<file path="config.mk">
export PLATFORM = sky130hd
export DESIGN_NAME = tgt_ack_override
export DESIGN_NICKNAME = d
export VERILOG_FILES = /design/src/rtl/tgt_ack_pkg.sv /design/src/rtl/tgt_ack_dp.sv /design/src/rtl/tgt_ack_ctl.sv /design/src/rtl/tgt_ack_override.sv
export SDC_FILE = /design/constraint.sdc
export NUM_CORES = 1
export LEC_CHECK = 0
export CELL_PAD_IN_SITES_DETAIL_PLACEMENT = 2
export CELL_PAD_IN_SITES_GLOBAL_PLACEMENT = 2
export CORE_ASPECT_RATIO = 1.25
export CORE_MARGIN = 2
export CORE_UTILIZATION = 30
export CTS_CLUSTER_DIAMETER = 60
export DETAILED_ROUTE_END_ITERATION = 8
export HOLD_SLACK_MARGIN = 0.08
export PLACE_DENSITY = 0.87
export SETUP_SLACK_MARGIN = 0.3
export SLEW_MARGIN = 20
export SYNTH_ARGS = -nofsm -noshare
export SYNTH_HDL_FRONTEND = slang
export SYNTH_SLANG_ARGS = --single-unit
</file>
<file path="constraint.sdc">
create_clock -name clk -period 2.5 [get_ports clk]
set_clock_uncertainty 0.2 [all_clocks]
set_input_delay 0.25 -clock clk [delete_from_list [all_inputs] [get_ports clk]]
set_output_delay 0.25 -clock clk [all_outputs]
set_load 0.005 [all_outputs]
</file>
<file path="src/rtl/tgt_ack_pkg.sv">
package tgt_ack_pkg;

  typedef struct packed {
    logic cntClear;
    logic cntStep;
    logic ackLoadHw;
    logic ackLoadSw;
    logic ackSwVal;
    logic guardLoad;
  } dpStrobes_t;

endpackage

</file>
<file path="src/rtl/tgt_ack_dp.sv">
module tgt_ack_dp
  import tgt_ack_pkg::*;
#(
  parameter int CNT_W       = 8,
  parameter int GUARD_TICKS = 2
) (
  input  logic             clk,
  input  logic             rstN,
  input  dpStrobes_t       strb,
  input  logic             bitTick,
  input  logic [CNT_W-1:0] frameLen,
  output logic             isPec,
  output logic             isPrePec,
  output logic             guardBusy,
  output logic             ackBit
);

  localparam int G_W = $clog2(GUARD_TICKS + 1);
  localparam logic [G_W-1:0] G_LOAD = G_W'(GUARD_TICKS);

  logic [CNT_W-1:0] byteCnt;
  logic [G_W-1:0]   guardCnt;
  logic             ackReg;

  // Position of the current byte within the frame
  assign isPec    = (byteCnt == frameLen - CNT_W'(1));
  assign isPrePec = (frameLen >= CNT_W'(2)) && (byteCnt == frameLen - CNT_W'(2));

  always_ff @(posedge clk) begin
    if (!rstN) begin
      byteCnt <= '0;
    end else if (strb.cntClear) begin
      byteCnt <= '0;
    end else if (strb.cntStep) begin
      byteCnt <= isPec ? '0 : byteCnt + CNT_W'(1);
    end
  end

  // Bit-period guard after a software NACK
  always_ff @(posedge clk) begin
    if (!rstN) begin
      guardCnt <= '0;
    end else if (strb.guardLoad) begin
      guardCnt <= G_LOAD;
    end else if (bitTick && guardCnt != '0) begin
      guardCnt <= guardCnt - G_W'(1);
    end
  end

  assign guardBusy = (guardCnt != '0);

  always_ff @(posedge clk) begin
    if (!rstN) begin
      ackReg <= 1'b0;
    end else if (strb.ackLoadSw) begin
      ackReg <= strb.ackSwVal;
    end else if (strb.ackLoadHw) begin
      ackReg <= 1'b0;
    end
  end

  assign ackBit = ackReg;

endmodule

</file>
<file path="src/rtl/tgt_ack_ctl.sv">
module tgt_ack_ctl
  import tgt_ack_pkg::*;
(
  input  logic       clk,
  input  logic       rstN,
  input  logic       startSeen,
  input  logic       byteRcvd,
  input  logic       ackDone,
  input  logic       cfgWe,
  input  logic       cfgArmPost,
  input  logic       cfgArmPre,
  input  logic       cfgArmStart,
  input  logic       swClr,
  input  logic       swAckWe,
  input  logic       swNack,
  input  logic       isPec,
  input  logic       isPrePec,
  input  logic       guardBusy,
  output dpStrobes_t strb,
  output logic       ovrActive,
  output logic       decisionReq
);

  logic armPost, armPre, armStart;
  logic ovr, pend;
  logic setEv, clrOk;

  always_ff @(posedge clk) begin
    if (!rstN) begin
      armPost  <= 1'b0;
      armPre   <= 1'b0;
      armStart <= 1'b0;
    end else if (cfgWe) begin
      armPost  <= cfgArmPost;
      armPre   <= cfgArmPre;
      armStart <= cfgArmStart;
    end
  end

  always_comb begin
    strb           = '0;
    strb.cntClear  = startSeen;
    strb.cntStep   = ackDone && !startSeen;
    strb.ackLoadHw = byteRcvd && !ovr;
    strb.ackLoadSw = pend && swAckWe;
    strb.ackSwVal  = swNack;
    strb.guardLoad = pend && swAckWe && swNack;
  end

  assign setEv = (armStart && startSeen) ||
                 (ackDone && ((armPost && isPec) || (armPre && isPrePec)));
  assign clrOk = swClr && !guardBusy && !strb.guardLoad;

  always_ff @(posedge clk) begin
    if (!rstN) begin
      ovr <= 1'b0;
    end else if (setEv) begin
      ovr <= 1'b1;
    end else if (clrOk) begin
      ovr <= 1'b0;
    end
  end

  always_ff @(posedge clk) begin
    if (!rstN) begin
      pend <= 1'b0;
    end else if (strb.ackLoadSw) begin
      pend <= 1'b0;
    end else if (byteRcvd && ovr) begin
      pend <= 1'b1;
    end
  end

  assign ovrActive   = ovr;
  assign decisionReq = pend;

endmodule

</file>
<file path="src/rtl/tgt_ack_override.sv">
module tgt_ack_override
  import tgt_ack_pkg::*;
#(
  parameter int CNT_W       = 8,
  parameter int GUARD_TICKS = 2
) (
  input  logic             clk,
  input  logic             rstN,
  input  logic             startSeen,
  input  logic             byteRcvd,
  input  logic             ackDone,
  input  logic             bitTick,
  input  logic [CNT_W-1:0] frameLen,
  input  logic             cfgWe,
  input  logic             cfgArmPost,
  input  logic             cfgArmPre,
  input  logic             cfgArmStart,
  input  logic             swClr,
  input  logic             swAckWe,
  input  logic             swNack,
  output logic             ovrActive,
  output logic             ackBit,
  output logic             decisionReq,
  output logic             sclStall
);

  dpStrobes_t strb;
  logic       isPec, isPrePec, guardBusy;

  tgt_ack_ctl uCtl (
    .clk(clk), .rstN(rstN), .startSeen(startSeen), .byteRcvd(byteRcvd),
    .ackDone(ackDone), .cfgWe(cfgWe), .cfgArmPost(cfgArmPost),
    .cfgArmPre(cfgArmPre), .cfgArmStart(cfgArmStart), .swClr(swClr),
    .swAckWe(swAckWe), .swNack(swNack), .isPec(isPec), .isPrePec(isPrePec),
    .guardBusy(guardBusy), .strb(strb), .ovrActive(ovrActive),
    .decisionReq(decisionReq)
  );

  tgt_ack_dp #(.CNT_W(CNT_W), .GUARD_TICKS(GUARD_TICKS)) uDp (
    .clk(clk), .rstN(rstN), .strb(strb), .bitTick(bitTick),
    .frameLen(frameLen), .isPec(isPec), .isPrePec(isPrePec),
    .guardBusy(guardBusy), .ackBit(ackBit)
  );

  assign sclStall = decisionReq;

endmodule

</file>
==> summary.md <==
| Metric | Value |
|---|---|
| Fmax | `~470 MHz` |
| # nets final | `201` |
| Via count | `1110` |
| Pins over their slew limit | `0` |
| Synth Area in Compound Gates | `10.9%` |
| Die ar. | `4320 µm²` |
| WHS Endpoint | `uCtl.ovrActive` |
| Largest net degree at the start of global routing | `10` |
| Reg2reg path depth | `6` |
| Synth top area share | `28.1%` |
| Detail-routed via count per cell | `between 5 and 6` |
| Max VDD drop | `255 µV` |
| #FFs+latches synth | `16` |
| Worst-margin pin slew | `around 390 ps` |
| Synthesized area per cell | `slightly below 9 µm²` |
| Core area | `3720 µm²` |
| I/O Buffers | `24` |
| Status | `finished, final reports clean` |
| DR DRC count | `0` |
| Part of the Yosys area used for sequential elements | `28.1%` |
| Worst-path maximum fanout | `8` |
| Fin crit period | `2140 ps` |
| Cell variety after synth | `37` |
| CTS tree | `done` |
| Ranking of synthesized cells by area | `dfxtp_1, xnor2_1, xor2_1` |
| Critical path endpoint category | `flop` |
| Num CTS Buffers | `3` |
| R2r endpoint | `uCtl.ovrActive` |
| Clock transition at the registers of the reported paths | `60 ps` |
| Number of synthesized flops with an enable pin | `0` |
| Main combinational cell family by area after synthesis | `simple AND/OR/NAND/NOR gates` |
| GRT overflow | `0` |
| Gr usage total | `between 20% and 30%` |
| Mux contribution to synthesized area | `3.51%` |
| Synth Cell Area | `1140 µm²` |
| Unrepaired setup endpoints after global routing | `no` |
| Pwr/cell area | `377 nW/µm²` |
| First-pass GRT wire length | `6640 µm` |
| DR pass1 iterations | `3` |
| Synth Flop Type | `dfxtp_1` |
| RR Startpoint | `uDp.byteCnt[3]` |
| Commonest non-fill, non-tap cell in the layout | `buf_4` |
| Syn. warnings | `0` |
| Post-synthesis cell count | `128` |
| Drt total wl | `4150 µm` |
| Vias in the first global route | `1293` |
| Syn nets | `154` |
| Leakage | `0.657 nW` |
| ANT cells | `0` |
| CP Data Arrival Time | `2130 ps` |
| DRT iter0 DRCs | `18` |
| Max cap viols | `0` |
| WHS Path Cells | `1` |
| Final hold viol count | `0` |
| DIE WIDTH | `59.2 µm` |
| Antenna violations before repair | `0` |
| H-tree Lvls | `1` |
| Required time of the worst setup path | `2490 ps` |
| Gpl congestion | `0.811` |
| Share of cells above drive strength 1 | `25.4%` |
| Slew headroom | `between 70% and 80%` |
| Antenna-violating nets left | `0` |
| CTS root buffer | `clkbuf_8` |
| # hold bufs at CTS | `0` |
| Dpl hpwl | `~3300 µm` |
| Total power | `0.637 mW` |
| CP Launch Type | `flop` |
| Min-delay worst type | `flop to flop` |
| Fin crit share | `85.7%` |
| Ports | `25` |
| Core Rows | `25` |
| XOR/XNOR share of the synthesized area | `19.8%` |
| # placed instances | `about 210` |
| Post-synth top area cell | `dfxtp_1` |
| Area share of fa/ha/maj cells after synthesis | `5.48%` |
| Post-detailed-route wirelength per cell | `between 15 and 20 µm` |
| Post-Synth Simple-Gate Area | `between 20% and 30%` |
| Ys async rst share | `0%` |
| CTS max path bufs | `2` |
| Endpoints failing setup | `0` |
| Worst Min Path Start | `uCtl.armPost` |
| Area delta synth->final | `48.2%` |
| Clock Latency Late Sink | `between 200 and 300 ps` |
| Register-to-register setup slack | `360 ps` |
| Initial core utilization | `a little under a third` |
| Commonest non-fill, non-tap cells in the layout | `buf_4, clkdlybuf4s50_1, dfxtp_1` |
| TritonCTS Sinks | `16` |
| Crit Path Category | `flop to flop` |
| Crit. Startpoint | `uDp.byteCnt[3]` |
| Post-Layout Cell Count | `around 210` |
| Die height | `73.0 µm` |
registers in the layout, indices dropped and copies added, names as in the netlist:
| name | count |
|---|---|
| uCtl.ovrActive | 1 |
| uCtl.armPre | 1 |
| uDp.byteCnt | 8 |
| uDp.ackBit | 1 |
| uCtl.armPost | 1 |
| uCtl.decisionReq | 1 |
| uCtl.armStart | 1 |
| uDp.guardCnt | 2 |
per-stage QoR:
stage	cell area, µm²	util (%)	setup slack, ps	TNS, ps	hold slack [ps]
finish	1690	45.4	358	0	341
global route	1690	45.4	301	0	359
CTS	1650	44.3	313	0	349
detailed placement	1540	41.4	-392	-3230	338
global placement	1540	41.4	-118	-935	287
floorplan	1140	-	305	0	219
worst max-delay path, stage by stage, from the launching register on:
cell     delay (ps)
dfxtp_1         480
xnor2_2         120
xnor2_1         130
or4_4           570
nor4_4          250
buf_6           180
a31o_1          150
timing repair:
| item | in CTS | in global routing |
|---|---|---|
| setup buffers | 2 | 2 |
| pin swaps | 4 | 7 |
| setup endpoints to repair | 9 | 8 |
| gates resized for setup | 17 | 13 |
per-layer routing:
layer / track usage, % / wire length (µm) / up-vias
met5: 0 / 0 / -
met4: 5.81 / 35 / 0
met3: 2.48 / 98 / 4
met2: 43.0 / 2530 / 20
met1: 20.9 / 1480 / 548
li1: - / - / 538
final cells by class:
| class | instances | area, µm² |
|---|---|---|
| timing repair buffer | 46 | 398 |
| fill | 406 | 2030 |
| sequential | 16 | 320 |
| tap | 40 | 50.0 |
| multi-input combinational | 101 | 856 |
| clock buffer | 3 | 41.3 |
| inverter | 7 | 26.3 |
cell families after synthesis:
logic type      after synthesis
simple gates                 49
xor+xnor                     25
compound gates               18
flops                        16
buf+inv                      11
fa+ha+maj                     5
mux                           4
synth_stat cells, types with 2 or more instances:
| cell | count |
|---|---|
| o21ai_0 | 3 |
| ha_1 | 5 |
| nand2_1 | 6 |
| and4_1 | 2 |
| nor3_1 | 7 |
| xor2_1 | 10 |
| a21boi_0 | 3 |
| inv_1 | 7 |
| a21oi_1 | 3 |
| and3_1 | 4 |
| mux2i_1 | 4 |
| nand2b_1 | 3 |
| nor2b_1 | 6 |
| dfxtp_1 | 16 |
| a31oi_1 | 3 |
| xnor2_1 | 14 |
| nor2_1 | 5 |
| o41ai_1 | 2 |
| and2_1 | 3 |
| nor4_1 | 2 |
| nand3_1 | 4 |
worst max-delay path by stage:
stage	endpoint	slack (ps)	cells past startpoint
after global placement	uCtl.ovrActive	-120	9
after floorplan	uCtl.ovrActive	310	7
after CTS	uCtl.ovrActive	310	6
final	uCtl.ovrActive	360	6
after global routing	uCtl.ovrActive	300	6
after detailed placement	uCtl.ovrActive	-390	9
where the power goes:
| group | switching [mW] | internal (mW) | leakage, nW |
|---|---|---|---|
| Sequential | 0.00608 | 0.265 | 0.130 |
| Clock | 0.0846 | 0.107 | 0.0216 |
| Combinational | 0.0823 | 0.0926 | 0.505 |
| Total | 0.173 | 0.464 | 0.657 |
Note: power is estimated with default switching activity, not from simulation.
